$ cat config.mk
export PLATFORM = sky130hd
export DESIGN_NAME = mbx_irq_flags
export DESIGN_NICKNAME = d
export VERILOG_FILES = /design/src/rtl/mbx_pkg.sv /design/src/rtl/mbx_decode.sv /design/src/rtl/mbx_flag.sv /design/src/rtl/mbx_irq_flags.sv
export SDC_FILE = /design/constraint.sdc
export NUM_CORES = 1
export LEC_CHECK = 0
export BUFFER_PORTS_ARGS = -buffer_cell sky130_fd_sc_hd__buf_2
export CAP_MARGIN = 20
export CORE_AREA = 3 3 40 42
export DETAILED_ROUTE_END_ITERATION = 16
export DIE_AREA = 0 0 43 45
export PLACE_DENSITY = 0.48
export REMOVE_ABC_BUFFERS = 1
export SLEW_MARGIN = 0
export SYNTH_ARGS = -nofsm -noshare
export SYNTH_HDL_FRONTEND = slang
export SYNTH_SLANG_ARGS = --single-unit
$ cat constraint.sdc
create_clock -name clk -period 1.35 [get_ports clk]
set_clock_uncertainty 0.05 [all_clocks]
set_input_delay 0.0675 -clock clk [delete_from_list [all_inputs] [get_ports clk]]
set_output_delay 0.0675 -clock clk [all_outputs]
set_load 0.01 [all_outputs]
$ cat src/rtl/mbx_pkg.sv
// Package: shared types for the mailbox interrupt flags.
// Assumes: two sides only; control strobes are active low.
package mbx_pkg;

    // Which side of the shared memory a piece of logic serves
    typedef enum logic {
        SIDE_A = 1'b0,
        SIDE_B = 1'b1
    } side_e;

    // Per-side access controls as seen at the memory edge
    typedef struct packed {
        logic en_n;
        logic wr_n;
        logic oe_n;
        logic hold_n;
    } side_ctl_t;

endpackage

$ cat src/rtl/mbx_decode.sv
// Module: mbx_decode
// Decodes one side's access into two requests: raise the peer's flag
// (a write to the peer's mailbox) and lower this side's own flag (an
// output-enabled access to its own mailbox). A low hold input kills both.
// Assumes: side A owns all-ones minus one, side B owns all-ones.
module mbx_decode
    import mbx_pkg::*;
#(
    parameter int    ADDR_W = 14,
    parameter side_e SIDE   = SIDE_A
) (
    input  side_ctl_t          ctl,
    input  logic [ADDR_W-1:0]  addr,
    output logic               set_peer,
    output logic               clr_own
);

    localparam logic [ADDR_W-1:0] TOP_ADDR  = {ADDR_W{1'b1}};
    localparam logic [ADDR_W-1:0] BOX_A     = TOP_ADDR - 1'b1;
    localparam logic [ADDR_W-1:0] BOX_B     = TOP_ADDR;
    localparam logic [ADDR_W-1:0] OWN_BOX   = (SIDE == SIDE_A) ? BOX_A : BOX_B;
    localparam logic [ADDR_W-1:0] PEER_BOX  = (SIDE == SIDE_A) ? BOX_B : BOX_A;

    logic live;

    // Request generation: a selected, unheld access to one of the boxes
    always_comb begin
        live     = !ctl.en_n && ctl.hold_n;
        set_peer = live && !ctl.wr_n && (addr == PEER_BOX);
        clr_own  = live && !ctl.oe_n && (addr == OWN_BOX);
    end

endmodule

$ cat src/rtl/mbx_flag.sv
// Module: mbx_flag
// One interrupt flag. A set request drives the output low, a clear
// request drives it high, and a set beats a clear in the same cycle.
// Assumes: requests are already qualified by enable and hold.
module mbx_flag (
    input  logic clk,
    input  logic rst_n,
    input  logic set_req,
    input  logic clr_req,
    output logic irq_n
);

    logic pending;

    // Flag state: reset clears, set has priority over clear
    always_ff @(posedge clk) begin
        if (!rst_n) begin
            pending <= 1'b0;
        end else if (set_req) begin
            pending <= 1'b1;
        end else if (clr_req) begin
            pending <= 1'b0;
        end
    end

    // Output drive: always driven, active low
    assign irq_n = !pending;

    AST_RESET_IDLE: assert property (@(posedge clk)
        !rst_n |=> irq_n);

    AST_SET_WINS: assert property (@(posedge clk) disable iff (!rst_n)
        set_req |=> !irq_n);

    AST_CLEAR_ALONE: assert property (@(posedge clk) disable iff (!rst_n)
        (clr_req && !set_req) |=> irq_n);

    AST_QUIET_KEEPS: assert property (@(posedge clk) disable iff (!rst_n)
        (!set_req && !clr_req) |=> $stable(irq_n));

endmodule

$ cat src/rtl/mbx_irq_flags.sv
// Module: mbx_irq_flags (top)
// Two mailbox interrupt flags for a two-sided memory. Each side's
// decoder raises the opposite flag and lowers its own; one flag
// register per side holds the state.
// Assumes: inputs are synchronous to clk; the arbiter drives hold_n.
module mbx_irq_flags
    import mbx_pkg::*;
#(
    parameter int ADDR_W = 14
) (
    input  logic              clk,
    input  logic              rst_n,
    input  logic              a_en_n,
    input  logic              a_wr_n,
    input  logic              a_oe_n,
    input  logic [ADDR_W-1:0] a_addr,
    input  logic              a_hold_n,
    input  logic              b_en_n,
    input  logic              b_wr_n,
    input  logic              b_oe_n,
    input  logic [ADDR_W-1:0] b_addr,
    input  logic              b_hold_n,
    output logic              a_irq_n,
    output logic              b_irq_n
);

    localparam int NSIDE = 2;

    side_ctl_t         ctl      [NSIDE];
    logic [ADDR_W-1:0] addr     [NSIDE];
    logic [NSIDE-1:0]  set_peer;
    logic [NSIDE-1:0]  clr_own;
    logic [NSIDE-1:0]  irq_n;

    // Gather the per-side inputs into indexed form
    always_comb begin
        ctl[0]  = '{en_n: a_en_n, wr_n: a_wr_n, oe_n: a_oe_n, hold_n: a_hold_n};
        ctl[1]  = '{en_n: b_en_n, wr_n: b_wr_n, oe_n: b_oe_n, hold_n: b_hold_n};
        addr[0] = a_addr;
        addr[1] = b_addr;
    end

    for (genvar s = 0; s < NSIDE; s++) begin : g_side
        mbx_decode #(
            .ADDR_W (ADDR_W),
            .SIDE   (side_e'(s))
        ) u_dec (
            .ctl      (ctl[s]),
            .addr     (addr[s]),
            .set_peer (set_peer[s]),
            .clr_own  (clr_own[s])
        );

        mbx_flag u_flag (
            .clk     (clk),
            .rst_n   (rst_n),
            .set_req (set_peer[NSIDE-1-s]),
            .clr_req (clr_own[s]),
            .irq_n   (irq_n[s])
        );
    end

    assign a_irq_n = irq_n[0];
    assign b_irq_n = irq_n[1];

    AST_BOTH_HELD: assert property (@(posedge clk) disable iff (!rst_n)
        (!a_hold_n && !b_hold_n) |=> ($stable(a_irq_n) && $stable(b_irq_n)));

    AST_BOTH_IDLE: assert property (@(posedge clk) disable iff (!rst_n)
        (a_en_n && b_en_n) |=> ($stable(a_irq_n) && $stable(b_irq_n)));

    AST_B_WRITE_RAISES_A: assert property (@(posedge clk) disable iff (!rst_n)
        (!b_en_n && !b_wr_n && b_hold_n && (b_addr == {{(ADDR_W-1){1'b1}}, 1'b0}))
        |=> !a_irq_n);

    AST_A_WRITE_RAISES_B: assert property (@(posedge clk) disable iff (!rst_n)
        (!a_en_n && !a_wr_n && a_hold_n && (a_addr == {ADDR_W{1'b1}}))
        |=> !b_irq_n);

endmodule

* Word-level counts from Yosys, hierarchy flattened *
Index checks and enable logic that the tools add are counted.

storage, ports and cells
  output and inout port bits = 2
  bits in registers = 2
  input bits = 38

operators by class
  equality and inequality tests = 4
  muxes and demuxes = 4
  reduce and logical (&&, ||, !) cells = 20

operator list
  cell                    number
  $eq A14 B14 Y1 const B  4
  $logic_and A1 B1 Y1     10
  $logic_not A1 Y1        8
  $mux W1                 4
  $reduce_bool A2 Y1      2

* Longest topological paths before layout *
Gate-level depths: netlist (run 1).

  word-level depth = 6
  mapped depth = 4
  gate-level depth less buffers = 4

* Modules after synthesis *
Synthesis (run 1) repeated with hierarchy kept, for this count alone.

second synthesis, totals
  cells, all modules = 22
  area total of the unflattened synthesis = 182.7 µm²

by module, submodules not included
  module      seq. area each (µm²)  cells an instance  area an instance (µm²)  instances
  mbx_decode  0.0                   7                  53.8                    2
  mbx_flag    20.0                  4                  37.5                    2

* Worst setup path after synthesis (run 1) *
OpenSTA, ideal clock, no wires.

  path type = in2reg
  from = input port b_en_n
  to = register g_side[1].u_flag.pending
  arrival = 870 ps
  slack = 313 ps
  stages on the path = 4
  data required time = 1183 ps
  path buffers = 0
  cell sequence = nand4b_1 > nor4_2 > nand3b_1 > a32o_1

on the way
  word-level cells in the longest chain between the ends = 5

ends and longest elaborated chain
  what                                 RTL line             RTL
  start, declared                      mbx_irq_flags.sv:18  input logic b_en_n,
  $logic_not A1 Y1                     mbx_decode.sv:28     live = !ctl.en_n && ctl.hold_n;
  $logic_and A1 B1 Y1                  mbx_decode.sv:28
  $logic_and A1 B1 Y1 (2 in series)    mbx_decode.sv:30     clr_own = live && !ctl.oe_n && (addr == OWN_BOX);
  $reduce_bool A2 Y1 (no source line)  n/a
  end signal, assigned                 mbx_flag.sv:18       pending <= 1'b0;
  end signal, assigned                 mbx_flag.sv:20       pending <= 1'b1;
  end signal, assigned                 mbx_flag.sv:22       pending <= 1'b0;
  end, declared                        mbx_flag.sv:13       logic pending;

No other way between the ends.
A chain may end at the register's enable or synchronous reset.

* Worst setup path in the final report (run 1) *
Same ends and word-level chain as after synthesis.

==> impl_metrics.csv, run 1 <==
group,metric,value,unit
global_routing,grt_overflow_total,0,
floorplanning,initial_core_util,0.131,
global_routing,gr-usage-all-layers,0.0764,
cells_and_area,layout-drive-gt1-share,0.662,
min_path,timing.hold.worst_path_depth,3,
yosys,yosys.area.top_type,"dfxtp_1",
yosys,synth_cell_type_count,13,
cells_and_area,top_regs,"g_side.u_flag.pending (2)",
placement,post_dp_cell_area,383,sq um
critical_path,worstSetupStartpointType,"primary input",
clocking,clockBufferDepth,2,
floorplanning,die_w,43,um
floorplanning,std_cell_rows,13,
timing,drv_slew,0,
run_status,status,"finished clean",
clocking,cts_tree,"done",
route,via_per_inst,4.25,
critical_path,r2r_start,"g_side[1].u_flag.pending$_SDFFE_PN0P_",
floorplanning,num_io_pins,40,
yosys,synth_seq_cells,2,
route,drt-pass1-iter-count,2,
critical_path,cp-end-kind,"flip-flop",
route,drcViolationCount,0,
floorplanning,die_height,45,um
global_routing,grt_max_degree,5,
clocking,cts_setup_buffers,0,
clocking,cts_root_buffer,"clkbuf_4",
min_path,min-delay-start,"rst_n",
pwr,p_leak,0.199,nW
clocking,clk_pin_slew_worst_paths,30,ps
route,drtIter0Drc,1,
route,wl_per_cell,9.06,um
critical_path,reg2regPathDepth,1,
clocking,numCtsBuffers,3,
yosys,ys_async_sr_fraction,0,
critical_path,cpPeakStageDelay,340,ps
yosys,yosys_most_used_dff,"dfxtp_1",
timing,hold_violations,0,
timing,tns,0,ps
route,totalWireLength,725,um
timing,fmax,980,MHz
clocking,hold_buffers,0,
critical_path,cp_slowest_cell,"nor4_2",
yosys,syn_area_per_cell,7.34,sq um
yosys,synth_area,169,sq um
yosys,synth_most_common_cell,"nand4_1",
global_routing,grt_pass1_vias,330,
cells_and_area,top_register,"g_side.u_flag.pending",
critical_path,required,1410,ps
timing,period_minus_slack,1020,ps
clocking,clock_sinks,2,
critical_path,critical_path_buf_inv_count,1,
critical_path,path_cells,"buf_2 > nand4b_1 > nor4_2 > nand3b_1 > a32o_1",
cells_and_area,largest_reg_flops,2,
floorplanning,core,0.00128,sq mm
yosys,postSynthCellCount,23,
timing,relSlewSlack,0.795,
yosys,synth.area.top_cells,"dfxtp_1 (24%), nand4_1 (19%), nand3b_1 (8.9%)",
critical_path,crit_type,"in2reg",
yosys,yosysTopAreaCellShare,0.237,
timing,tightest_slew,305,ps
yosys,ys_warn_count,0,
placement,port_buffers,39,
route,vias,340,
cells_and_area,syn_to_final_growth,140,%
clocking,post_cts_resized,0,
yosys,synth-edff-count,0,
cells_and_area,final_area,405,sq um
cells_and_area,antenna_cells,0,
global_routing,grt_pass1_wl,1130,um
pwr,worst_ir_drop_vdd,191,uV
yosys,yosysSeqAreaShare,0.237,
critical_path,worstPathArrival,1080,ps
cells_and_area,finalNetCount,105,
critical_path,ff2ff_setup_slack,690,ps
critical_path,worstReg2RegEnd,"g_side[1].u_flag.pending$_SDFFE_PN0P_",
min_path,hp-class,"in2reg",
critical_path,crit_path_max_fanout,2,
run,cap_violations,0,
min_path,hold_path_end,"g_side[0].u_flag.pending$_SDFFE_PN0P_",
floorplanning,dieArea,0.00194,sq mm
clocking,clk_latency,220,ps
timing,setup_viol,0,
timing,rsz0062_at_grt,"no",
timing,period_share,0.756,
critical_path,cp_top_family,"simple AND/OR/NAND/NOR gates",
route,antenna_left,0,
clocking,cts_htree_levels,1,
placement,gp_congestion,0.650,
pwr,pwr_density_cell,614,mW/mm^2
global_routing,antenna_found_initial,0,
-- final cells by class --
| cell class | count | area (sq um) |
|---|---|---|
| Timing Repair Buffer | 39 | 195 |
| Inverter | 2 | 7.51 |
| Sequential cell | 2 | 40.0 |
| Clock buffer | 3 | 22.5 |
| Tap cell | 15 | 18.8 |
| Fill cell | 143 | 880 |
| Multi-Input combinational cell | 19 | 121 |
-- cell families after synthesis --
kind of cell / Yosys count / share of synthesized area
buf+inv: 2 / 0.0445
compound gates: 2 / 0.0889
flops: 2 / 0.237
simple gates: 17 / 0.630
-- how the worst max path moves through the flow --
stage	from	to	slack [ps]	cells past startpoint
detailed placement	b_en_n	g_side[1].u_flag.pending$_SDFFE_PN0P_	90	5
CTS	b_en_n	g_side[1].u_flag.pending$_SDFFE_PN0P_	330	5
global placement	b_en_n	g_side[1].u_flag.pending$_SDFFE_PN0P_	120	5
finish	b_en_n	g_side[1].u_flag.pending$_SDFFE_PN0P_	330	5
floorplan	b_en_n	g_side[1].u_flag.pending$_SDFFE_PN0P_	310	4
global route	b_en_n	g_side[1].u_flag.pending$_SDFFE_PN0P_	210	5
-- per-layer routing --
metal | share of wire | global-route usage | vias up
met5 | 0 | 0 | -
met4 | 0 | 0.0361 | 0
met3 | 0.22 | 0.0279 | 0
met2 | 0.44 | 0.141 | 32
met1 | 0.34 | 0.0766 | 132
li1 | - | - | 176
-- worst min-delay path, cell delays in order --
cell and delay (ps):
buf_2 110, nand3_1 60, o21ai_0 70
-- layout by cell type (no fill, tap or decap), types with 2 or more instances in the layout --
master,count
buf_2,39
clkbuf_4,3
dfxtp_1,2
inv_1,2
nand2_1,2
nand3_1,2
nand3b_1,2
nand4_1,5
nor2_1,2
-- stage by stage --
step	total power (W)	hold slack, ps	std cells	util	setup slack (ps)
after global routing	0.000268	100	80	0.315	213
after CTS	0.000257	71.4	80	0.315	325
after global placement	0.000120	301	77	0.298	118
after floorplan	0.0000683	148	23	-	313
final	0.000249	75.0	80	0.315	330
after detailed placement	0.000122	296	77	0.298	89.7
-- where the power goes --
part / switching, W / internal [W] / total (W)
Combinational: 0.0000188 / 0.0000417 / 0.0000605
Sequential: 0.000000000439 / 0.0000596 / 0.0000596
Clock: 0.0000311 / 0.0000978 / 0.000129
Total: 0.0000498 / 0.000199 / 0.000249
(Power assumes the default switching activity.)
==> inputs of run 2 (changes only) <==
Clock period 1.35 ns to 1 ns, I/O delays scaled along.
==> run 2 against run 1 <==
Count of clock-buffer cells in the layout unchanged. Sequential share of layout area decreased by 0.35 points. Critical path depth unchanged. Clock power increased by 31%. Total power increased by 33%. Routed wire length decreased by 4.0%. Cell count increased by 2.5%. Sequential power increased by 35%. Sequential cell count unchanged. Worst hold slack got worse by 11 ps. Highest routed layer unchanged.
==> impl_metrics.csv, run 2 (same netlist as run 1, synthesis figures left out) <==
group,metric,value,unit
global_routing,antenna_found_initial,0,
placement,port_buffers,39,
critical_path,path_cells,"buf_2 > nand4_1 > nor4_1 > nor3b_1 > o21ai_0",
route,via_per_inst,4.18,
global_routing,gr-usage-all-layers,0.0780,
clocking,cts_setup_buffers,0,
global_routing,grt_pass1_vias,336,
pwr,p_total,0.000332,W
clocking,cts_htree_levels,1,
route,totalWireLength,696,um
critical_path,crit_path_max_fanout,2,
timing,fin_hold_ws,63.6,ps
floorplanning,die_w,43,um
timing,tightest_slew,340,ps
critical_path,cp_top_family,"simple AND/OR/NAND/NOR gates",
pwr,p_sw,0.0000633,W
route,antenna_left,0,
pwr,power_frac_seq,0.243,
pwr,p_leak,0.210,nW
global_routing,grt_overflow_total,0,
clocking,cts_root_buffer,"clkbuf_4",
cells_and_area,final_common_cell,"buf_2",
cells_and_area,largest_reg_flops,2,
pwr,p_int,0.000268,W
clocking,post_cts_resized,0,
run,cap_violations,0,
timing,fmax,1150,MHz
floorplanning,dieArea,0.00194,sq mm
critical_path,critical_path_buf_inv_count,1,
run_status,status,"finished clean",
cells_and_area,antenna_cells,0,
critical_path,cp_slowest_cell,"nor4_1",
timing,period_share,0.869,
floorplanning,die_height,45,um
cells_and_area,finalNetCount,107,
timing,period_minus_slack,869,ps
timing,drv_slew,0,
pwr,worst_ir_drop_vdd,246,uV
placement,gp_congestion,0.659,
route,vias,343,
clocking,clk_latency,220,ps
timing,setup_viol,0,
critical_path,crit_type,"in2reg",
critical_path,cpPeakStageDelay,370,ps
global_routing,grt_max_degree,5,
clocking,clock_sinks,2,
timing,tns,0,ps
route,drcViolationCount,0,
clocking,clockBufferDepth,2,
clocking,cts_tree,"done",
critical_path,cp-end-kind,"flip-flop",
critical_path,worstSetupStartpointType,"primary input",
global_routing,grt_pass1_wl,1170,um
pwr,pwr_density_cell,789,mW/mm^2
clocking,hold_buffers,0,
route,drt-pass1-iter-count,1,
timing,hold_violations,0,
floorplanning,initial_core_util,0.131,
pwr,switching_share,0.191,
floorplanning,core,0.00128,sq mm
timing,rsz0062_at_grt,"no",
route,drtIter0Drc,0,
cells_and_area,final_cell_mix,"buf_2 (39), nand4_1 (5), clkbuf_4 (3)",
critical_path,worstPathArrival,910,ps
clocking,numCtsBuffers,3,
cells_and_area,top_register,"g_side.u_flag.pending",
floorplanning,std_cell_rows,13,
clocking,clk_pin_slew_worst_paths,30,ps
cells_and_area,top_regs,"g_side.u_flag.pending (2)",
pwr,pwr-share-clk,0.511,
critical_path,required,1040,ps
cells_and_area,syn_to_final_growth,149,%
route,wl_per_cell,8.49,um
timing,relSlewSlack,0.771,
floorplanning,num_io_pins,40,
pwr,p_comb_frac,0.247,
cells_and_area,layout-drive-gt1-share,0.672,
min_path,hp-class,"in2reg",
[run 2: changes by cell type in the layout (fill, tap and decap cells not counted), sizes merged]
cell	change
buf	+2
[run 2: power by group through the flow]
stage                     sequential, W  clock (W)  combinational [W]
after floorplan               0.0000814          0          0.0000108
after global placement        0.0000814          0          0.0000824
after detailed placement      0.0000814          0          0.0000829
after CTS                     0.0000805   0.000178          0.0000831
after global routing          0.0000803   0.000192          0.0000924
final                         0.0000805   0.000169          0.0000818
[run 2: per-stage QoR]
step                       util  setup slack (ps)  instances  cell area [sq um]
after floorplan               -             -19.9         23                169
after global placement    0.310              -155         79                398
after detailed placement  0.310              -194         79                398
after CTS                 0.327              38.7         82                420
after global routing      0.327              19.8         82                420
final                     0.327               131         82                420
[run 2: area by class of cell]
class | count | area, sq um
clock buffer | 3 | 22.5
fill | 137 | 865
inverter | 2 | 7.51
multi-input combinational | 19 | 121
sequential | 2 | 40.0
tap | 15 | 18.8
timing repair buffer | 41 | 210
[run 2: routing by layer]
| metal | part of all wire | vias up | track usage |
|---|---|---|---|
| met5 | 0 | - | 0 |
| met4 | 0 | 0 | 0.0361 |
| met3 | 0.21 | 0 | 0.0199 |
| met2 | 0.42 | 32 | 0.135 |
| met1 | 0.36 | 130 | 0.0907 |
| li1 | - | 181 | - |
[run 2: final timing paths]
path | depth (start not counted) | startpoint | slack, ps | to
setup / recovery | 5 | a_addr[10] | 130 | g_side[0].u_flag.pending$_SDFFE_PN0P_
setup reg to reg | 1 | g_side[1].u_flag.pending$_SDFFE_PN0P_ | 330 | g_side[1].u_flag.pending$_SDFFE_PN0P_
hold / removal | 3 | rst_n | 60 | g_side[0].u_flag.pending$_SDFFE_PN0P_
hold reg to reg | 2 | g_side[0].u_flag.pending$_SDFFE_PN0P_ | 410 | g_side[0].u_flag.pending$_SDFFE_PN0P_
